===== src/rtl/csr_mux_pkg.sv =====
package csr_mux_pkg;

    localparam int ACC_RD_BIT = 0;
    localparam int ACC_WR_BIT = 1;

    function automatic int chunks_of(input int width, input int bus_w);
        return (width + bus_w - 1) / bus_w;
    endfunction

    function automatic int span_of(input int width, input int bus_w, input int align);
        int unit;
        unit = 1 << align;
        return ((chunks_of(width, bus_w) + unit - 1) / unit) * unit;
    endfunction

endpackage


===== src/rtl/csr_chunk_decode.sv =====
module csr_chunk_decode #(
    parameter int ADDR_W = 6,
    parameter int BASE   = 0,
    parameter int SPAN   = 1,
    parameter int NCH    = 1,
    parameter int IDX_W  = 1
) (
    input  logic [ADDR_W-1:0] addr,
    output logic              hit,
    output logic              is_first,
    output logic              is_last,
    output logic              in_data,
    output logic [IDX_W-1:0]  chunk
);
    localparam logic [ADDR_W:0] BASE_X = (ADDR_W+1)'(BASE);
    localparam logic [ADDR_W:0] SPAN_X = (ADDR_W+1)'(SPAN);
    localparam logic [ADDR_W:0] LAST_X = (ADDR_W+1)'(SPAN - 1);
    localparam logic [ADDR_W:0] NCH_X  = (ADDR_W+1)'(NCH);

    logic [ADDR_W:0] offset;

    always_comb begin
        offset   = {1'b0, addr} - BASE_X;
        hit      = ({1'b0, addr} >= BASE_X) && (offset < SPAN_X);
        is_first = hit && (offset == '0);
        is_last  = hit && (offset == LAST_X);
        in_data  = hit && (offset < NCH_X);
        chunk    = offset[IDX_W-1:0];
    end
endmodule


===== src/rtl/csr_reg_slot.sv =====
module csr_reg_slot #(
    parameter int ADDR_W = 6,
    parameter int DATA_W = 8,
    parameter int MAX_W  = 32,
    parameter int WIDTH  = 8,
    parameter int BASE   = 0,
    parameter int ALIGN  = 0,
    parameter int ACC    = 3
) (
    input  logic              clk,
    input  logic              rst_n,
    input  logic [ADDR_W-1:0] addr,
    input  logic              r_stb,
    input  logic              w_stb,
    input  logic [DATA_W-1:0] w_data,
    input  logic [MAX_W-1:0]  live_value,
    output logic              reg_r_stb,
    output logic              reg_w_stb,
    output logic [MAX_W-1:0]  reg_w_data,
    output logic [DATA_W-1:0] rd_out
);
    import csr_mux_pkg::*;

    localparam int MAX_CH = MAX_W / DATA_W;
    localparam int IDX_W  = (MAX_CH > 1) ? $clog2(MAX_CH) : 1;
    localparam int NCH    = chunks_of(WIDTH, DATA_W);
    localparam int SPAN   = span_of(WIDTH, DATA_W, ALIGN);
    localparam bit CAN_RD = ACC[ACC_RD_BIT];
    localparam bit CAN_WR = ACC[ACC_WR_BIT];
    localparam logic [MAX_W-1:0] MASK = {MAX_W{1'b1}} >> (MAX_W - WIDTH);

    typedef logic [MAX_CH-1:0][DATA_W-1:0] chunks_t;

    typedef struct packed {
        chunks_t           rd_shadow;
        chunks_t           wr_shadow;
        logic [DATA_W-1:0] rdata;
        logic              wstb;
        logic [MAX_W-1:0]  wdata;
    } slot_st_t;

    slot_st_t st_q, st_d;

    logic             hit, is_first, is_last, in_data;
    logic [IDX_W-1:0] chunk;
    chunks_t          live_chunks;
    chunks_t          merged;

    csr_chunk_decode #(
        .ADDR_W(ADDR_W), .BASE(BASE), .SPAN(SPAN), .NCH(NCH), .IDX_W(IDX_W)
    ) u_dec (
        .addr(addr), .hit(hit), .is_first(is_first), .is_last(is_last),
        .in_data(in_data), .chunk(chunk)
    );

    always_comb begin
        st_d        = st_q;
        st_d.rdata  = '0;
        st_d.wstb   = 1'b0;
        reg_r_stb   = 1'b0;
        live_chunks = chunks_t'(live_value & MASK);
        merged      = st_q.wr_shadow;

        if (CAN_RD && r_stb && in_data) begin
            if (is_first) begin
                st_d.rd_shadow = live_chunks;
                st_d.rdata     = live_chunks[0];
                reg_r_stb      = 1'b1;
            end else begin
                st_d.rdata = st_q.rd_shadow[chunk];
            end
        end

        if (CAN_WR && w_stb && hit) begin
            if (in_data) begin
                merged[chunk] = w_data;
            end
            st_d.wr_shadow = merged;
            if (is_last) begin
                st_d.wstb  = 1'b1;
                st_d.wdata = MAX_W'(merged) & MASK;
            end
        end
    end

    always_ff @(posedge clk or negedge rst_n) begin
        if (!rst_n) begin
            st_q <= '0;
        end else begin
            st_q <= st_d;
        end
    end

    assign reg_w_stb  = st_q.wstb;
    assign reg_w_data = st_q.wdata;
    assign rd_out     = st_q.rdata;
endmodule


===== src/rtl/csr_chunk_mux.sv =====
module csr_chunk_mux #(
    parameter int ADDR_W = 6,
    parameter int DATA_W = 8,
    parameter int MAX_W  = 32,
    parameter int ALIGN  = 2,
    parameter int NREG   = 4,
    parameter int REG_WIDTH [NREG] = '{24, 16, 8, 32},
    parameter int REG_BASE  [NREG] = '{0, 4, 8, 12},
    parameter int REG_ACC   [NREG] = '{3, 1, 2, 3}
) (
    input  logic                  clk,
    input  logic                  rst_n,
    input  logic [ADDR_W-1:0]     csr_addr,
    input  logic                  csr_r_stb,
    output logic [DATA_W-1:0]     csr_r_data,
    input  logic                  csr_w_stb,
    input  logic [DATA_W-1:0]     csr_w_data,
    input  logic [NREG*MAX_W-1:0] elem_r_data,
    output logic [NREG-1:0]       elem_r_stb,
    output logic [NREG-1:0]       elem_w_stb,
    output logic [NREG*MAX_W-1:0] elem_w_data
);
    logic [DATA_W-1:0] slot_rd [NREG];

    for (genvar g = 0; g < NREG; g++) begin : g_slot
        csr_reg_slot #(
            .ADDR_W(ADDR_W), .DATA_W(DATA_W), .MAX_W(MAX_W),
            .WIDTH(REG_WIDTH[g]), .BASE(REG_BASE[g]), .ALIGN(ALIGN), .ACC(REG_ACC[g])
        ) u_slot (
            .clk        (clk),
            .rst_n      (rst_n),
            .addr       (csr_addr),
            .r_stb      (csr_r_stb),
            .w_stb      (csr_w_stb),
            .w_data     (csr_w_data),
            .live_value (elem_r_data[g*MAX_W +: MAX_W]),
            .reg_r_stb  (elem_r_stb[g]),
            .reg_w_stb  (elem_w_stb[g]),
            .reg_w_data (elem_w_data[g*MAX_W +: MAX_W]),
            .rd_out     (slot_rd[g])
        );
    end

    always_comb begin
        csr_r_data = '0;
        for (int i = 0; i < NREG; i++) begin
            csr_r_data = csr_r_data | slot_rd[i];
        end
    end
endmodule


===== config.mk =====
export PLATFORM = sky130hd
export DESIGN_NAME = csr_chunk_mux
export DESIGN_NICKNAME = d
export VERILOG_FILES = /design/src/rtl/csr_mux_pkg.sv /design/src/rtl/csr_chunk_decode.sv /design/src/rtl/csr_reg_slot.sv /design/src/rtl/csr_chunk_mux.sv
export SDC_FILE = /design/constraint.sdc
export NUM_CORES = 1
export LEC_CHECK = 0
export ABC_AREA = 1
export BUFFER_PORTS_ARGS = -buffer_cell sky130_fd_sc_hd__clkbuf_2
export CORE_MARGIN = 1.5
export CORE_UTILIZATION = 45
export DETAILED_ROUTE_END_ITERATION = 8
export PLACE_DENSITY_LB_ADDON = 0.08
export SETUP_SLACK_MARGIN = 0.3
export SYNTH_ARGS = -nofsm -noshare
export SYNTH_HDL_FRONTEND = slang
export SYNTH_HIERARCHICAL = 1
export SYNTH_SLANG_ARGS = --single-unit

===== constraint.sdc =====
create_clock -name clk -period 4.2 [get_ports clk]
set_input_delay 0.21 -clock clk [delete_from_list [all_inputs] [get_ports clk]]
set_output_delay 0.21 -clock clk [all_outputs]
set_load 0.02 [all_outputs]

# After elaboration in Yosys (flattened, before gate mapping)

Index checks and enable logic that the tools add are counted.

Output and inout bits: 144
Word-level logic and storage cells: 124
Bits of input ports: 146
Bits in registers: 259

Eq/ne operators: 3
Multiplexer cells: 36
Add/sub/neg operators: 3
Bitwise gates (word level): 2
$lt $le $gt $ge: 17
Reduce and logical (&&, ||, !) cells: 33

Operators with widths:

| operator                                                    | count |
|---|---|
| two-way mux 33 bit                                          | 6 |
| two-way mux 8 bit                                           | 13 |
| bitwise mux 32 bit                                          | 3 |
| binary-select mux 8 bit (select 2 bit)                      | 3 |
| demux 8 bit (select 2 bit)                                  | 3 |
| two-way mux 32 bit                                          | 1 |
| two-way mux 24 bit                                          | 1 |
| logical AND 1 bit                                           | 22 |
| logical NOT 7 bit                                           | 3 |
| less-than comparator 7 x 3 -> 1 bit (second input constant) | 3 |
| OR 8 bit                                                    | 2 |
| AND reduction 2 bit                                         | 8 |
| == test 7 x 2 -> 1 bit (second input constant)              | 2 |
| subtractor 6 x 4 -> 7 bit (second input constant)           | 2 |
| >= comparator 6 x 4 -> 1 bit (second input constant)        | 2 |
| less-than comparator 2 x 3 -> 1 bit (second input constant) | 4 |
| less-than comparator 7 x 1 -> 1 bit (second input constant) | 1 |
| less-than comparator 7 x 2 -> 1 bit (second input constant) | 1 |
| subtractor 6 x 3 -> 7 bit (second input constant)           | 1 |
| == test 6 x 2 -> 1 bit (second input constant)              | 1 |
| >= comparator 2 x 1 -> 1 bit (second input constant)        | 3 |
| >= comparator 6 x 3 -> 1 bit (second input constant)        | 1 |
| less-than comparator 6 x 2 -> 1 bit (second input constant) | 1 |
| less-than comparator 6 x 3 -> 1 bit (second input constant) | 1 |
| two-way mux 1 bit                                           | 6 |

# Logic depth before layout (Yosys ltp)

Depth in word-level cells: 9
Depth in mapped cells: 13
Mapped depth without buffers: 13

# Hierarchy

The synthesis kept the hierarchy.

By module, submodules not included:

| module                                     | times used | cells each | area an instance (µm²) |
|---|---|---|---|
| csr_reg_slot at g_slot[3].u_slot           | 1          | 661        | 5,101.1 |
| csr_reg_slot at g_slot[0].u_slot           | 1          | 501        | 4,042.6 |
| csr_reg_slot at g_slot[1].u_slot           | 1          | 165        | 1,352.5 |
| csr_reg_slot at g_slot[2].u_slot           | 1          | 147        | 1,161.1 |
| csr_chunk_decode at g_slot[2].u_slot.u_dec | 1          | 31         | 192.7 |
| csr_chunk_decode at g_slot[3].u_slot.u_dec | 1          | 33         | 163.9 |
| csr_chunk_decode at g_slot[1].u_slot.u_dec | 1          | 20         | 122.6 |
| csr_chunk_mux                              | 1          | 24         | 90.1 |
| csr_chunk_decode at g_slot[0].u_slot.u_dec | 1          | 12         | 55.1 |

# Worst setup path before layout

No wires, ideal clock.

Kind: input port to output port
Start point: input csr_addr[2]
End point: output elem_r_stb[3]
Slack: 2.408 ns
Buffers on the path: 3
Required time: 3.990 ns
Arrival time: 1.582 ns
Cell stages on the path: 11
Cells stage by stage: ha_1 -> inv_1 -> nand2_1 -> nor2_4 -> nand2_1 -> nor2_1 -> buf_4 -> buf_4 -> nand3_2 -> inv_2 -> buf_4

Word-level cells in the longest chain between the ends: 6

RTL lines:

| item                                | RTL line               | text |
|---|---|---|
| start: declaration                  | csr_chunk_mux.sv:13    | `input logic [ADDR_W-1:0] csr_addr,` |
| subtractor 6 x 4 -> 7 bit           | csr_chunk_decode.sv:23 | `offset = {1'b0, addr} - BASE_X;` |
| less-than comparator 7 x 3 -> 1 bit | csr_chunk_decode.sv:24 | `hit = ({1'b0, addr} >= BASE_X) && (offset < SPAN_X);` |
| logical AND 1 bit (*)               | csr_chunk_decode.sv:24 |  |
| named net g_slot[3].u_slot.hit      | csr_reg_slot.sv:44     | `logic hit, is_first, is_last, in_data;` |
| logical AND 1 bit (*)               | csr_chunk_decode.sv:27 | `in_data = hit && (offset < NCH_X);` |
| named net g_slot[3].u_slot.in_data  | csr_reg_slot.sv:44     |  |
| logical AND 1 bit (*)               | csr_reg_slot.sv:64     | `if (CAN_RD && r_stb && in_data) begin` |
| two-way mux 1 bit (*)               | csr_reg_slot.sv:64     |  |
| end: declaration                    | csr_chunk_mux.sv:19    | `output logic [NREG-1:0] elem_r_stb,` |

The timed path passes the listed nets; every way through them passes the cells marked *.

# Worst setup path in the final report

Start point: input csr_addr[0]
End point: output elem_r_stb[3]

Word-level cells in the longest chain between the ends: 6

RTL lines:

| item                                | RTL line               | text |
|---|---|---|
| subtractor 6 x 4 -> 7 bit           | csr_chunk_decode.sv:23 |  |
| less-than comparator 7 x 3 -> 1 bit | csr_chunk_decode.sv:24 |  |
| logical AND 1 bit                   | csr_chunk_decode.sv:24 |  |
| logical AND 1 bit (*)               | csr_chunk_decode.sv:25 | `is_first = hit && (offset == '0);` |
| named net g_slot[3].u_slot.is_first | csr_reg_slot.sv:44     |  |
| two-way mux 1 bit (*)               | csr_reg_slot.sv:65     | `if (is_first) begin` |
| two-way mux 1 bit (*)               | csr_reg_slot.sv:64     |  |

Marked as above.

==> metrics.csv <==
metric,value,unit
grtUsageTotal,21.04,%
die_h,168.0,um
p_per_area,392.2,nW/um^2
dp_cells,1959,
status,"complete, no violations",
drive_above_1_share,16.37,%
regToRegEndpoint,g_slot[3].u_slot/rd_out[2]$_DFF_PN0_,
drv_cap,0,
timing.hold.worst.class,input pin to flip-flop,
layout.nets,1874,
cts_buffers,27,
ir_drop,0.0002300,V
cp.arrival,2.76,ns
critPathCaptureType,output pin,
skew,0.01469,ns
drt_iter0_markers,688,
holdPathStages,5,
start_util,45.71,%
multi_input_area,4735,um^2
timing.rr.start,g_slot[3].u_slot/st_q[99]$_DFFE_PN0P_,
cts_tree,done,
worstHoldStart,csr_w_data[6],
final.setup.tns,0,ns
seqCellArea,5680,um^2
grt.overflow.total,0,
worstHoldEndpoint,g_slot[2].u_slot/st_q[47]$_DFFE_PN0P_,
internal_power,4.114,mW
clockBufferDepth,3,
avgRoutedWirePerCell,13.94,um
period_needed,2.967,ns
drt-total-wl,29030,um
grt_pass1_wl,47880,um
postCtsSetupBuffers,0,
crit_path_start_kind,input pin,
hold_viol,0,
clk_pin_slew_worst_paths,0.06,ns
io_pins,290,
via_per_inst,4.663,
drc,0,
clock_latency,0.54,ns
coreArea,26800,um^2
fin_util,52.20,%
dp_hpwl,19020,um
required,3.99,ns
p_leak,8.318,nW
cp_max_fo,33,
p_clk_share,46.9,%
synthToLayoutAreaGrowth,14.21,%
netlist_instances,1588,
max-slew-margin-rel,42.37,%
synth_area,12250,um^2
htreeDepth,1,
cts_sinks,227,
dieArea,28220,um^2
maxSlewViolCount,0,
root_buffer,clkbuf_16,
syn_avg_cell_area,7.714,um^2
grt_antenna_before_repair,2,
grt_max_degree,91,
firstDrtPassIters,5,
rsz0062_at_grt,no,
num_vias,9714,
fillers,2625,
row_count,60,
die_w,168.0,um
yosys_warnings,6,
setup_viol,0,
worstSetupPathType,input pin to output pin,
pwr-share-seq,42.7,%
port_buffers,167,
placed_cell_area,12280,um^2
r2r_slack,3.31,ns
pwr-share-comb,10.3,%
postRouteAntennaNets,0,
r2r_cells,6,
net-switching-power,1.373,mW
fin_area,13990,um^2
max_freq,337.0,MHz
switching_share,25.02,%
place.gp.congestion,0.7913,
tightest_slew,0.8634,ns
min_period_over_period,70.65,%
grt_pass1_vias,9449,
layoutNonFillerInstCount,2083,
timing repair:
item | 4_1_cts | 5_1_grt
hold endpoints to repair | 165 | 0
hold buffers | 73 | 0
resized for setup | 0 | 0
cells in the final DEF (no fill, tap or decap), types with 8 or more instances in the layout:
cell type        n
conb_1          74
nand4_1          9
nor2_1          31
nand2_2         10
clkinv_2        11
buf_4            9
nand2_1        704
dlygate4sd3_1   73
nand3_1        190
clkbuf_2       166
o21ai_1          8
inv_1          112
clkbuf_16       27
inv_2           15
dfrtp_1        227
nor2_2           8
o21ai_0         16
ha_1             8
stage by stage:
| step | worst slack, ns | total power, mW | hold WS, ns |
|---|---|---|---|
| finish | 1.233 | 5.487 | 0.07006 |
| global route | 0.9419 | 5.732 | 0.1037 |
| CTS | 1.183 | 5.553 | 0.05143 |
| detailed placement | 0.9248 | 2.901 | 0.2175 |
| global placement | 0.9381 | 2.887 | 0.2169 |
| floorplan | 2.408 | 2.781 | -0.08559 |
routing by layer:
layer	track usage (%)	up-vias	wire, um
met5	0	-	11
met4	6.894	2	909
met3	3.315	55	1370
met2	34.35	244	13290
met1	28.71	4501	13450
li1	-	4912	-
layout make-up:
class	instances	area share, %
clock buffers	30	4.981
multi-input cells	1084	33.84
diodes	1	0.01789
repair buffers	250	11.89
flip-flops and latches	227	40.60
well taps	341	3.050
inverters	130	3.586
clock inverters	20	2.030
worst max-delay path, stage by stage:
cell	delay [ns]
clkbuf_2	0.45
buf_4	0.41
inv_1	0.07
nand2_1	0.04
nor2_1	0.08
nand3_1	0.08
nor2_1	0.29
nand3_2	0.10
buf_4	0.25
inv_2	0.45
clkbuf_2	0.27
worst max path at each step:
stage,startpoint,endpoint,cells after the start
global placement,csr_addr[2],g_slot[3].u_slot/reg_w_data[13]$_DFFE_PN0P_,13
CTS,csr_addr[0],elem_r_stb[3],11
global route,csr_addr[0],elem_r_stb[3],11
floorplan,csr_addr[2],elem_r_stb[3],11
finish,csr_addr[0],elem_r_stb[3],11
detailed placement,csr_addr[2],g_slot[3].u_slot/reg_w_data[13]$_DFFE_PN0P_,13
flip-flops by register name, summed over array words and instances (netlist names):
name and cells:
g_slot.u_slot/st_q 136, g_slot.u_slot/reg_w_data 64, g_slot.u_slot/rd_out 24, g_slot.u_slot/reg_w_stb 3
power groups by stage:
stage | clock, mW | combinational [mW] | sequential [mW]
after floorplan | 0 | 0.408 | 2.37
after global placement | 0 | 0.507 | 2.38
after detailed placement | 0 | 0.518 | 2.38
after CTS | 2.64 | 0.573 | 2.34
after global routing | 2.73 | 0.649 | 2.36
final | 2.57 | 0.568 | 2.35
(Power assumes the default switching activity.)
